--- config.mk ---
export PLATFORM = sky130hd
export DESIGN_NAME = mode_wdog
export DESIGN_NICKNAME = d
export VERILOG_FILES = /design/src/rtl/wdog_pkg.sv /design/src/rtl/wdog_mode_ctrl.sv /design/src/rtl/wdog_regs.sv /design/src/rtl/wdog_counter.sv /design/src/rtl/wdog_pulse.sv /design/src/rtl/mode_wdog.sv
export SDC_FILE = /design/constraint.sdc
export NUM_CORES = 1
export LEC_CHECK = 0
export BUFFER_PORTS_ARGS = -buffer_cell sky130_fd_sc_hd__buf_2
export CAP_MARGIN = 20
export CORE_MARGIN = 1.5
export CORE_UTILIZATION = 46
export DETAILED_ROUTE_END_ITERATION = 12
export PLACE_DENSITY_LB_ADDON = 0.2
export SKIP_CTS_REPAIR_TIMING = 1
export SYNTH_ARGS = -nofsm -noshare
export SYNTH_HDL_FRONTEND = slang
export SYNTH_SLANG_ARGS = --single-unit
--- constraint.sdc ---
create_clock -name clk_i -period 1.31 [get_ports clk_i]
set_input_delay 0.1965 -clock clk_i [delete_from_list [all_inputs] [get_ports clk_i]]
set_output_delay 0.1965 -clock clk_i [all_outputs]
set_load 0.02 [all_outputs]
--- src/rtl/wdog_pkg.sv ---
`timescale 1ns/1ps
package wdog_pkg;
  typedef enum logic [1:0] {
    PM_RUN  = 2'd0,
    PM_WAIT = 2'd1,
    PM_HALT = 2'd2,
    PM_STOP = 2'd3
  } pwr_mode_e;
endpackage

--- src/rtl/wdog_mode_ctrl.sv ---
`timescale 1ns/1ps
module wdog_mode_ctrl
  import wdog_pkg::*;
(
  input  pwr_mode_e req_i,
  input  logic      en_i,
  input  logic      stop_halt_i,
  input  logic      hv_i,
  output pwr_mode_e mode_o,
  output logic      run_o
);
  always_comb begin
    mode_o = req_i;
    if (req_i == PM_STOP && stop_halt_i) mode_o = PM_HALT;
  end

  // stop gates the count clock; overvoltage holds it off
  assign run_o = en_i && !hv_i && (mode_o != PM_STOP);
endmodule

--- src/rtl/wdog_regs.sv ---
`timescale 1ns/1ps
module wdog_regs #(
  parameter int unsigned DATA_W = 8
) (
  input  logic              clk_i,
  input  logic              wr_en_i,
  input  logic [DATA_W-1:0] wr_data_i,
  output logic              svc_o,
  output logic [DATA_W-1:0] rd_data_o
);
  logic opt_q;

  // optional-features bit keeps its value across reset
  always_ff @(posedge clk_i) begin
    if (wr_en_i) opt_q <= wr_data_i[1];
  end

  assign svc_o = wr_en_i && !wr_data_i[0];

  always_comb begin
    rd_data_o    = '0;
    rd_data_o[1] = opt_q;
  end
endmodule

--- src/rtl/wdog_counter.sv ---
`timescale 1ns/1ps
module wdog_counter #(
  parameter int unsigned CNT_W = 12
) (
  input  logic             clk_i,
  input  logic             rst_ni,
  input  logic             run_i,
  input  logic             svc_i,
  output logic [CNT_W-1:0] cnt_o,
  output logic             expire_o
);
  logic [CNT_W-1:0] cnt_q;

  assign expire_o = run_i && !svc_i && (cnt_q == '1);

  always_ff @(posedge clk_i or negedge rst_ni) begin
    if (!rst_ni)                  cnt_q <= '0;
    else if (!run_i || svc_i)     cnt_q <= '0;
    else                          cnt_q <= cnt_q + CNT_W'(1);
  end

  assign cnt_o = cnt_q;
endmodule

--- src/rtl/wdog_pulse.sv ---
`timescale 1ns/1ps
module wdog_pulse #(
  parameter int unsigned PULSE_LEN = 16
) (
  input  logic clk_i,
  input  logic rst_ni,
  input  logic fire_i,
  output logic pulse_o
);
  localparam int unsigned PW = (PULSE_LEN < 2) ? 1 : $clog2(PULSE_LEN + 1);

  if (PULSE_LEN <= 1) begin : g_single
    logic q;
    always_ff @(posedge clk_i or negedge rst_ni) begin
      if (!rst_ni) q <= 1'b0;
      else         q <= fire_i;
    end
    assign pulse_o = q;
  end else begin : g_stretch
    logic [PW-1:0] left_q;
    always_ff @(posedge clk_i or negedge rst_ni) begin
      if (!rst_ni)              left_q <= '0;
      else if (fire_i)          left_q <= PW'(PULSE_LEN);
      else if (left_q != '0)    left_q <= left_q - PW'(1);
    end
    assign pulse_o = (left_q != '0);
  end
endmodule

--- src/rtl/mode_wdog.sv ---
`timescale 1ns/1ps
module mode_wdog
  import wdog_pkg::*;
#(
  parameter int unsigned TMO_LOG2  = 12,
  parameter int unsigned PULSE_LEN = 16,
  parameter int unsigned DATA_W    = 8
) (
  input  logic              clk_i,
  input  logic              rst_ni,
  input  logic              wr_en_i,
  input  logic [DATA_W-1:0] wr_data_i,
  output logic [DATA_W-1:0] rd_data_o,
  input  logic [1:0]        pwr_req_i,
  input  logic              cfg_en_i,
  input  logic              cfg_stop_halt_i,
  input  logic              hv_flag_i,
  output logic [1:0]        pwr_mode_o,
  output logic              wdt_rst_o
);
  pwr_mode_e          mode;
  logic               run, svc, expire;
  logic [TMO_LOG2-1:0] cnt_q;

  wdog_mode_ctrl i_mode (
    .req_i      (pwr_mode_e'(pwr_req_i)),
    .en_i       (cfg_en_i),
    .stop_halt_i(cfg_stop_halt_i),
    .hv_i       (hv_flag_i),
    .mode_o     (mode),
    .run_o      (run)
  );

  wdog_regs #(.DATA_W(DATA_W)) i_regs (
    .clk_i    (clk_i),
    .wr_en_i  (wr_en_i),
    .wr_data_i(wr_data_i),
    .svc_o    (svc),
    .rd_data_o(rd_data_o)
  );

  wdog_counter #(.CNT_W(TMO_LOG2)) i_cnt (
    .clk_i   (clk_i),
    .rst_ni  (rst_ni),
    .run_i   (run),
    .svc_i   (svc),
    .cnt_o   (cnt_q),
    .expire_o(expire)
  );

  wdog_pulse #(.PULSE_LEN(PULSE_LEN)) i_pulse (
    .clk_i  (clk_i),
    .rst_ni (rst_ni),
    .fire_i (expire),
    .pulse_o(wdt_rst_o)
  );

  assign pwr_mode_o = mode;
endmodule

# Word level (Yosys, flattened, before mapping)
# Cells that the tools add are included.
[classes] addsub=2 multipliers=0 div_mod_pow=0 n_lt_le_gt_ge=0 eq_ne=3 shifts=0 mux=4 bitwise=0 n_reduce_logical=13
[ops] cell="adder 12 x 1 -> 12 bit, second input constant" n=1
[ops] cell="equality test 12 bit, second input constant" n=1
[ops] cell="2-to-1 mux 12 bit" n=1
[ops] cell="2-to-1 mux 5 bit" n=2
[ops] cell="logical AND 1 bit" n=6
[ops] cell="nonzero test 5 bit" n=1
[ops] cell="subtractor 5 x 1 -> 5 bit, second input constant" n=1
[ops] cell="logical NOT 1 bit" n=4
[ops] cell="equality test 2 bit, second input constant" n=1
[ops] cell="2-to-1 mux 2 bit" n=1
[ops] cell="inequality test 2 bit, second input constant" n=1
[ops] cell="nonzero test 2 bit" n=1
[ops] cell="logical OR 1 bit" n=1
[totals] register_bits=18 latchBits=0 ram_bits=0 mem_bits_ro=0 inputBits=16 output_inout_bits=11 elab_cells=25 n_memories=0

# Longest topological paths before layout
# Gate-level depths: netlist (run 1).
[logic_depth] ltp_word=8 mapped_depth=6 depth_no_buf=6

# Modules after synthesis
# A second synthesis (run 1) with hierarchy kept.
[unflattened] hier_cells=99 hier_area_um2=989.7
[modules_own_cells] mod="wdog_counter" instances=1 cells_per_inst=58 area_per_inst_um2=586.8
[modules_own_cells] mod="wdog_pulse" instances=1 cells_per_inst=25 area_per_inst_um2=261.5
[modules_own_cells] mod="wdog_regs" instances=1 cells_per_inst=11 area_per_inst_um2=107.6
[modules_own_cells] mod="wdog_mode_ctrl" instances=1 cells_per_inst=5 area_per_inst_um2=33.8

# Worst setup path before layout (run 1)
# Ideal clock, no wire load.
[synth_path] path_type="reg2out" startpoint="register i_pulse.g_stretch.left_q[0]" endpoint="output wdt_rst_o" arrival_time_ns=1.068 required_time_ns=1.113 slack_ns=0.046 path_stages_with_launch=5 n_path_buf=0 path_cell_list="dfrtp_1 -> inv_1 -> ha_1 -> nor4b_4 -> inv_1"
[synth_between] elab_chain_len=1
[synth_lines] item="start, declared" line_no="wdog_pulse.sv:20" text="logic [PW-1:0] left_q;"
[synth_lines] item="start signal, assigned" line_no="wdog_pulse.sv:23" text="else if (fire_i) left_q <= PW'(PULSE_LEN);"
[synth_lines] item="start signal, assigned" line_no="wdog_pulse.sv:24" text="else if (left_q != '0) left_q <= left_q - PW'(1);"
[synth_lines] item="nonzero test 5 bit" line_no="wdog_pulse.sv:26" text="assign pulse_o = (left_q != '0);"
[synth_lines] item="end, declared" line_no="mode_wdog.sv:19" text="output logic wdt_rst_o"
# No other way between the ends.

# Final worst setup path (run 1)
# Ends and elaborated chain as after synthesis.

==> impl_metrics.env, run 1 <==
export IMPL_status="complete, but fails checks"
export IMPL_violations="setup timing"
export IMPL_slowest_delay_ns=0.40
export IMPL_dpl_hpwl_um=1190
export IMPL_period_needed_ns=1.49
export IMPL_fillers=184
export IMPL_cts_buffers=3
export IMPL_place_congestion=0.695
export IMPL_post_route_drc_count=0
export IMPL_clock_sinks=18
export IMPL_ant_nets=0
export IMPL_synth_edf_count=1
export IMPL_r2r_end="i_pulse.g_stretch.left_q[4]"
export IMPL_fmax_mhz=672
export IMPL_synthCells=98
export IMPL_hp_class="in2reg"
export IMPL_rsz0062_at_grt="yes"
export IMPL_overflow=0
export IMPL_clkTransAtPathRegs_ns=0.10
export IMPL_portBuffers=13
export IMPL_area_delta_synth_final_pct=21.9
export IMPL_hold_viol=0
export IMPL_drt_pass1_iterations=2
export IMPL_powerDensity_nw_per_um2=764
export IMPL_cp_slowest_cell="dfrtp_1"
export IMPL_drv_slew=0
export IMPL_ys_warn_count=0
export IMPL_power_leakage_nw=0.550
export IMPL_hold_worst_slack_ns=0.0814
export IMPL_finalInstanceArea_um2=1230
export IMPL_crit_chain="inv_2, ha_4, nor4b_4, inv_1, buf_6"
export IMPL_reg2reg_slack_ns=0.01
export IMPL_antenna_found_initial=0
export IMPL_cts_max_level=1
export IMPL_synth_top_cell_area_share_pct=42.3
export IMPL_wl_per_cell_um=11.7
export IMPL_min_from="wr_data_i[1]"
export IMPL_synthesis_area_um2=1010
export IMPL_clock_path_buffers=2
export IMPL_synth_largest_area_cell="dfrtp_1"
export IMPL_crit_buf_inv=3
export IMPL_viasPerCell=4.73
export IMPL_fp_dieH_um=49.8
export IMPL_grt_max_degree=18
export IMPL_syn_avg_cell_area_um2=10.3
export IMPL_rows=16
export IMPL_vias=705
export IMPL_synth_async_sr_flop_share_pct=94.4
export IMPL_layout_drive_gt1_share_pct=34.4
export IMPL_diodes=0
export IMPL_cp_data_arrival_time_ns=1.29
export IMPL_drv_cap=0
export IMPL_min_to="i_regs.opt_q"
export IMPL_layout_common_cells="nor2_1 (17), dfrtp_1 (17), buf_2 (12)"
export IMPL_wl_um=1740
export IMPL_peakVddDrop_mv=0.782
export IMPL_initialDrtViolationCount=3
export IMPL_ys_ff_latch=18
export IMPL_place_ws_ns=-0.0193
export IMPL_ys_types=30
export IMPL_grtUsageTotal_pct=14.3
export IMPL_synth_top_cells_by_area="dfrtp_1 (42%), xnor2_1 (7.0%), nor2_1 (6.3%)"
export IMPL_place_area_um2=1120
export IMPL_cts_tree="done"
export IMPL_dieWidth_um=49.8
export IMPL_finalSetupViolCount=1
export IMPL_clk_latency_ns=0.29
export IMPL_fin_skew_ns=0.00244
export IMPL_worstSetupPathType="reg2out"
export IMPL_crit_family="flip-flops"
export IMPL_coreArea_um2=2000
export IMPL_synth_seq_area_share_pct=45.3
export IMPL_min_period_over_period_pct=114
export IMPL_worst_slack_ns=-0.179
export IMPL_worstHoldPathCells=1
export IMPL_path_depth=5
export IMPL_initial_core_util_pct=50.3
export IMPL_cts_root_buf="clkbuf_4"
export IMPL_end_kind="output port"
export IMPL_ys_flop_type="dfrtp_1"
export IMPL_startpoint_type="register"
export IMPL_grt_pass1_wl_um=2710
export IMPL_worstPathMaxFanout=2
export IMPL_rr_worst_depth=4
export IMPL_grt_pass1_vias=667
export IMPL_die_area_um2=2480
export IMPL_r2r_start="i_cnt.cnt_o[1]"
export IMPL_io_pin_count=27
export IMPL_nets=141
export IMPL_required_ns=1.11
==> power breakdown <==
group          leakage (nW)  switching, mW  internal [mW]  total (mW)
sequential            0.247        0.00311          0.565       0.568
combinational         0.288         0.0606         0.0284      0.0889
clock                0.0150          0.162          0.118       0.280
total                 0.550          0.226          0.711       0.937
==> stage by stage <==
stage / total power [mW] / util [%] / TNS [ns] / std cells
2_1_floorplan: 0.643 / - / 0 / 104
3_3_place_gp: 0.661 / 55.9 / 0 / 142
3_5_place_dp: 0.663 / 55.9 / -0.0193 / 142
4_1_cts: 0.947 / 57.2 / -0.386 / 146
5_1_grt: 0.990 / 61.3 / -0.442 / 149
6_report: 0.937 / 61.3 / -0.179 / 149
==> sequential cells by signal, indices dropped and copies added (netlist names) <==
signal / flops
i_cnt.cnt_o: 12
i_regs.opt_q: 1
i_pulse.g_stretch.left_q: 5
==> metal layers <==
layer	part of all wire (%)	GRT usage (%)	up-vias
met1	42	15.2	339
met3	2.0	4.85	2
met2	56	26.4	7
met5	0	0	-
met4	0.75	4.17	0
li1	-	-	357
==> how the worst max path moves through the flow <==
stage,startpoint,to,slack (ns)
finish,i_pulse.g_stretch.left_q[0],wdt_rst_o,-0.18
global route,i_pulse.g_stretch.left_q[0],wdt_rst_o,-0.25
CTS,i_pulse.g_stretch.left_q[0],wdt_rst_o,-0.35
detailed placement,i_pulse.g_stretch.left_q[0],wdt_rst_o,-0.02
global placement,i_pulse.g_stretch.left_q[0],wdt_rst_o,0.02
floorplan,i_pulse.g_stretch.left_q[0],wdt_rst_o,0.05
==> kinds of logic (layout without fill, tap and decap cells) <==
group	after synthesis	count (layout)	share of synthesized area, %
buffers and inverters	19	37	10.2
DFF	18	18	45.3
other	1	7	0.373
muxes	2	2	2.11
AOI/OAI and AO/OA	10	10	7.59
xor gates and xnor gates	9	9	7.84
and+or+nand+nor	37	37	24.1
adders and majority gates	2	2	2.49
==> layout make-up <==
type | instances | area [um2] | share of cell area, %
well taps | 27 | 33.8 | 2.76
flip-flops and latches | 18 | 455 | 37.1
repair buffers | 24 | 156 | 12.8
multi-input cells | 67 | 520 | 42.4
inverters | 9 | 33.8 | 2.76
clock buffers | 4 | 26.3 | 2.14
==> Yosys cell counts, types with 2 or more instances <==
library cell,count
nor4b_4,2
xnor2_1,8
nor2_1,17
a21oi_1,4
dfrtp_1,17
inv_1,9
o21ai_0,3
buf_4,8
nand3_1,2
or3_1,2
nand2_1,3
ha_1,2
nor3_2,2
nor3_1,3
==> worst reg2reg max path: cells and delay by family, from the launching register on <==
family          cells  cell delay (ns)
simple gates        2             0.49
flops               1             0.42
fa+ha+maj           1             0.17
compound gates      1             0.16
No activity file was read; power rests on OpenSTA's default activity.
==> run 2, diff against run 1 <==
- MAX_ROUTING_LAYER: not set -> met4
==> run 2 against run 1 <==
  * The flow still finishes with violations (setup timing)
  * Global-route usage is 0.40 points higher
  * Power hardly changed
  * Largest power group unchanged
  * Sequential power hardly changed
  * Maximum frequency about the same
  * Utilization did not move
  * Cell count unchanged
==> impl_metrics.env, run 2 (synthesis gave the netlist of run 1 again) <==
export IMPL_wl_per_cell_um=11.7
export IMPL_grt_pass1_vias=667
export IMPL_status="complete, but fails checks"
export IMPL_r2r_start="i_cnt.cnt_o[1]"
export IMPL_reg2reg_slack_ns=0.01
export IMPL_powerDensity_nw_per_um2=764
export IMPL_cts_root_buf="clkbuf_4"
export IMPL_startpoint_type="register"
export IMPL_seq_area_um2=455
export IMPL_place_inst=142
export IMPL_dpl_hpwl_um=1190
export IMPL_area_delta_synth_final_pct=21.9
export IMPL_clock_sinks=18
export IMPL_ant_nets=0
export IMPL_rsz0062_at_grt="yes"
export IMPL_grt_pass1_wl_um=2720
export IMPL_drt_pass1_iterations=2
export IMPL_vias=705
export IMPL_violations="setup timing"
export IMPL_drv_slew=0
export IMPL_worstPathMaxFanout=2
export IMPL_place_congestion=0.702
export IMPL_place_area_um2=1120
export IMPL_min_period_over_period_pct=114
export IMPL_power_leakage_nw=0.550
export IMPL_finalInstanceArea_um2=1230
export IMPL_multiInputGateArea_um2=520
export IMPL_coreArea_um2=2000
export IMPL_hold_viol=0
export IMPL_post_route_util_pct=61.3
export IMPL_finalSetupViolCount=1
export IMPL_r2r_end="i_pulse.g_stretch.left_q[4]"
export IMPL_viasPerCell=4.73
export IMPL_layout_common_cells="nor2_1 (17), dfrtp_1 (17), buf_2 (12)"
export IMPL_antenna_found_initial=0
export IMPL_worst_slack_ns=-0.179
export IMPL_final_cells=149
export IMPL_cts_buffers=3
export IMPL_peakVddDrop_mv=0.781
export IMPL_cp_data_arrival_time_ns=1.29
export IMPL_rows=16
export IMPL_hold_worst_slack_ns=0.0814
export IMPL_fp_dieH_um=49.8
export IMPL_grt_max_degree=18
export IMPL_dieWidth_um=49.8
export IMPL_portBuffers=13
export IMPL_hp_class="in2reg"
export IMPL_initialDrtViolationCount=3
export IMPL_fin_skew_ns=0.00272
export IMPL_cts_max_level=1
export IMPL_nets=141
export IMPL_initial_core_util_pct=50.3
export IMPL_post_route_drc_count=0
export IMPL_die_area_um2=2480
export IMPL_fillers=184
export IMPL_min_from="wr_data_i[1]"
export IMPL_overflow=0
export IMPL_grtUsageTotal_pct=14.7
export IMPL_end_kind="output port"
export IMPL_wl_um=1740
export IMPL_clk_latency_ns=0.29
export IMPL_worstHoldPathCells=1
export IMPL_cts_tree="done"
export IMPL_fmax_mhz=672
export IMPL_worstSetupPathType="reg2out"
export IMPL_drv_cap=0
export IMPL_required_ns=1.11
export IMPL_clock_path_buffers=2
export IMPL_rr_worst_depth=4
export IMPL_largest_register_ffs=12
export IMPL_io_pin_count=27
export IMPL_min_to="i_regs.opt_q"
export IMPL_clkTransAtPathRegs_ns=0.10
export IMPL_period_needed_ns=1.49
export IMPL_diodes=0
export IMPL_layout_drive_gt1_share_pct=34.4
[run 2: cell counts in the layout (fill, tap and decap cells not counted)]
Identical to the previous run, type by type.
[run 2: power breakdown]
group / switching [mW] / internal, mW
combinational: 0.0606 / 0.0284
sequential: 0.00311 / 0.565
clock: 0.162 / 0.118
total: 0.225 / 0.711
[run 2: cell type report]
type,instances,area share (%)
multi-input cells,67,42.4
flip-flops and latches,18,37.1
repair buffers,24,12.8
inverters,9,2.76
well taps,27,2.76
clock buffers,4,2.14
[run 2: how the worst max path moves through the flow]
stage          depth (start not counted)                        start  slack (ns)        end
4_1_cts                                5  i_pulse.g_stretch.left_q[0]       -0.35  wdt_rst_o
6_report                               5  i_pulse.g_stretch.left_q[0]       -0.18  wdt_rst_o
3_3_place_gp                           5  i_pulse.g_stretch.left_q[0]        0.02  wdt_rst_o
2_1_floorplan                          4  i_pulse.g_stretch.left_q[0]        0.05  wdt_rst_o
3_5_place_dp                           5  i_pulse.g_stretch.left_q[0]       -0.02  wdt_rst_o
5_1_grt                                5  i_pulse.g_stretch.left_q[0]       -0.25  wdt_rst_o
[run 2: layer usage]
metal	share of wire, %	global-route usage, %
met1	42	15.2
met2	56	26.4
met3	2.0	4.85
met4	0.75	4.17
met5	0	-
[run 2: critical path, stage by stage, from the launching register on]
cell and delay (ns):
dfrtp_1 0.40, inv_2 0.08, ha_4 0.13, nor4b_4 0.19, inv_1 0.08, buf_6 0.13
[run 2: per-stage QoR]
step | TNS, ns | total power, mW | setup slack [ns]
global route | -0.442 | 0.990 | -0.249
CTS | -0.386 | 0.947 | -0.353
floorplan | 0 | 0.643 | 0.0457
detailed placement | -0.0193 | 0.663 | -0.0193
finish | -0.179 | 0.936 | -0.179
global placement | 0 | 0.661 | 0.0217
==> run 3, diff against run 2 <==
- CORE_UTILIZATION: 46 -> 31
==> run 3 against run 2 <==
  * Clock power up 19%
  * Sequential power is essentially flat
  * Power increased by 5.7%
  * Clock-buffer cell count unchanged
  * Maximum frequency decreased by 6.6%
  * The flow still finishes with violations (setup timing)
  * Combinational power is 0.8% lower
  * First-iteration DRC count rose to 3.3 times the previous value
==> impl_metrics.env, run 3 (synthesis gave the netlist of run 1 again) <==
export IMPL_area_delta_synth_final_pct=26.1
export IMPL_cts_buffers=3
export IMPL_startpoint_type="register"
export IMPL_io_pin_count=27
export IMPL_clkTransAtPathRegs_ns=0.10
export IMPL_powerDensity_nw_per_um2=780
export IMPL_layout_common_cells="dfrtp_1 (17), nor2_1 (15), buf_2 (12), buf_4 (12), xnor2_1 (8)"
export IMPL_drv_cap=0
export IMPL_period_needed_ns=1.59
export IMPL_min_from="wr_data_i[1]"
export IMPL_final_common_cell="dfrtp_1"
export IMPL_drv_slew=0
export IMPL_rows=20
export IMPL_grtUsageTotal_pct=11.2
export IMPL_crit_buf_inv=3
export IMPL_ant_nets=0
export IMPL_reg2reg_slack_ns=-0.03
export IMPL_violations="setup timing"
export IMPL_finalSetupViolCount=2
export IMPL_fin_skew_ns=0.00130
export IMPL_clock_sinks=18
export IMPL_place_congestion=0.667
export IMPL_min_to="i_regs.opt_q"
export IMPL_portBuffers=13
export IMPL_hold_viol=0
export IMPL_finalInstanceArea_um2=1270
export IMPL_die_area_um2=3600
export IMPL_place_area_um2=1150
export IMPL_nets=143
export IMPL_min_period_over_period_pct=122
export IMPL_rsz0062_at_grt="yes"
export IMPL_dieWidth_um=60.0
export IMPL_cts_tree="done"
export IMPL_viasPerCell=4.21
export IMPL_r2r_end="i_pulse.g_stretch.left_q[1]"
export IMPL_initial_core_util_pct=32.7
export IMPL_hold_worst_slack_ns=0.0844
export IMPL_clock_path_buffers=2
export IMPL_clk_latency_ns=0.29
export IMPL_multiInputGateArea_um2=517
export IMPL_overflow=0
export IMPL_status="complete, but fails checks"
export IMPL_worstHoldPathCells=1
export IMPL_largest_register_ffs=12
export IMPL_worstPathMaxFanout=3
export IMPL_fmax_mhz=627
export IMPL_coreArea_um2=3080
export IMPL_dpl_hpwl_um=1290
export IMPL_path_depth=5
export IMPL_hp_class="in2reg"
export IMPL_post_route_drc_count=0
export IMPL_fillers=310
export IMPL_r2r_start="i_pulse.g_stretch.left_q[1]"
export IMPL_grt_max_degree=18
export IMPL_required_ns=1.11
export IMPL_seq_area_um2=455
export IMPL_end_kind="output port"
export IMPL_peakVddDrop_mv=0.644
export IMPL_fp_dieH_um=60.0
export IMPL_slowest_delay_ns=0.40
export IMPL_wl_um=1690
export IMPL_cp_data_arrival_time_ns=1.40
export IMPL_cts_root_buf="clkbuf_4"
export IMPL_crit_chain="inv_2, ha_4, nor4b_4, inv_1, buf_6"
export IMPL_antenna_found_initial=0
export IMPL_drt_pass1_iterations=2
export IMPL_power_leakage_nw=0.567
export IMPL_cp_slowest_cell="dfrtp_1"
export IMPL_worst_slack_ns=-0.284
export IMPL_grt_pass1_wl_um=2850
export IMPL_rr_worst_depth=7
export IMPL_initialDrtViolationCount=10
export IMPL_vias=708
export IMPL_grt_pass1_vias=685
export IMPL_worstSetupPathType="reg2out"
export IMPL_cts_max_level=1
export IMPL_wl_per_cell_um=10.0
export IMPL_crit_family="flip-flops"
export IMPL_crit_start="i_pulse.g_stretch.left_q[1]"
export IMPL_layout_drive_gt1_share_pct=36.3
export IMPL_diodes=0
## run 3: cell types whose count changed in the layout (fill, tap and decap cells not counted), sizes merged
cell and delta:
buf +2
## run 3: stage by stage
step | utilization (%) | instances | setup slack [ns] | setup TNS, ns | power (mW)
final | 41.2 | 168 | -0.284 | -0.312 | 0.990
after global routing | 41.2 | 168 | -0.372 | -0.607 | 1.05
after floorplan | - | 104 | 0.0457 | 0 | 0.643
after CTS | 38.5 | 164 | -0.391 | -0.463 | 1.01
after global placement | 37.3 | 160 | 0.00205 | 0 | 0.662
after detailed placement | 37.3 | 160 | -0.0499 | -0.0598 | 0.664
## run 3: per-layer routing
layer / part of all wire, % / up-vias / GRT usage, %
met3: 3.4 / 2 / 4.55
met5: 0 / - / -
met4: 0.83 / 0 / 2.86
li1: - / 360 / -
met2: 54 / 9 / 20.2
met1: 41 / 337 / 11.1
## run 3: layout make-up
cell class / count / area share, %
multi-input cells: 67 / 40.7
flip-flops and latches: 18 / 35.9
repair buffers: 26 / 13.5
well taps: 44 / 4.34
clock buffers: 4 / 2.86
inverters: 9 / 2.66
## run 3: worst max path at each step
| stage | endpoint | slack [ns] |
|---|---|---|
| 2_1_floorplan | wdt_rst_o | 0.05 |
| 3_3_place_gp | wdt_rst_o | 0.002 |
| 3_5_place_dp | wdt_rst_o | -0.05 |
| 4_1_cts | wdt_rst_o | -0.39 |
| 5_1_grt | wdt_rst_o | -0.37 |
| 6_report | wdt_rst_o | -0.28 |
## run 3: worst reg2reg max path, stage by stage (launching register included)
cell,delay (ns)
dfrtp_1,0.40
inv_2,0.08
ha_4,0.13
nor4b_4,0.27
buf_4,0.18
nor2_2,0.03
a21oi_1,0.10
nor2_1,0.05
## run 3: where the power goes
part / internal, mW / switching [mW] / total, mW
Sequential: 0.565 / 0.00303 / 0.568
Clock: 0.169 / 0.165 / 0.334
Combinational: 0.0279 / 0.0603 / 0.0882
Total: 0.762 / 0.228 / 0.990
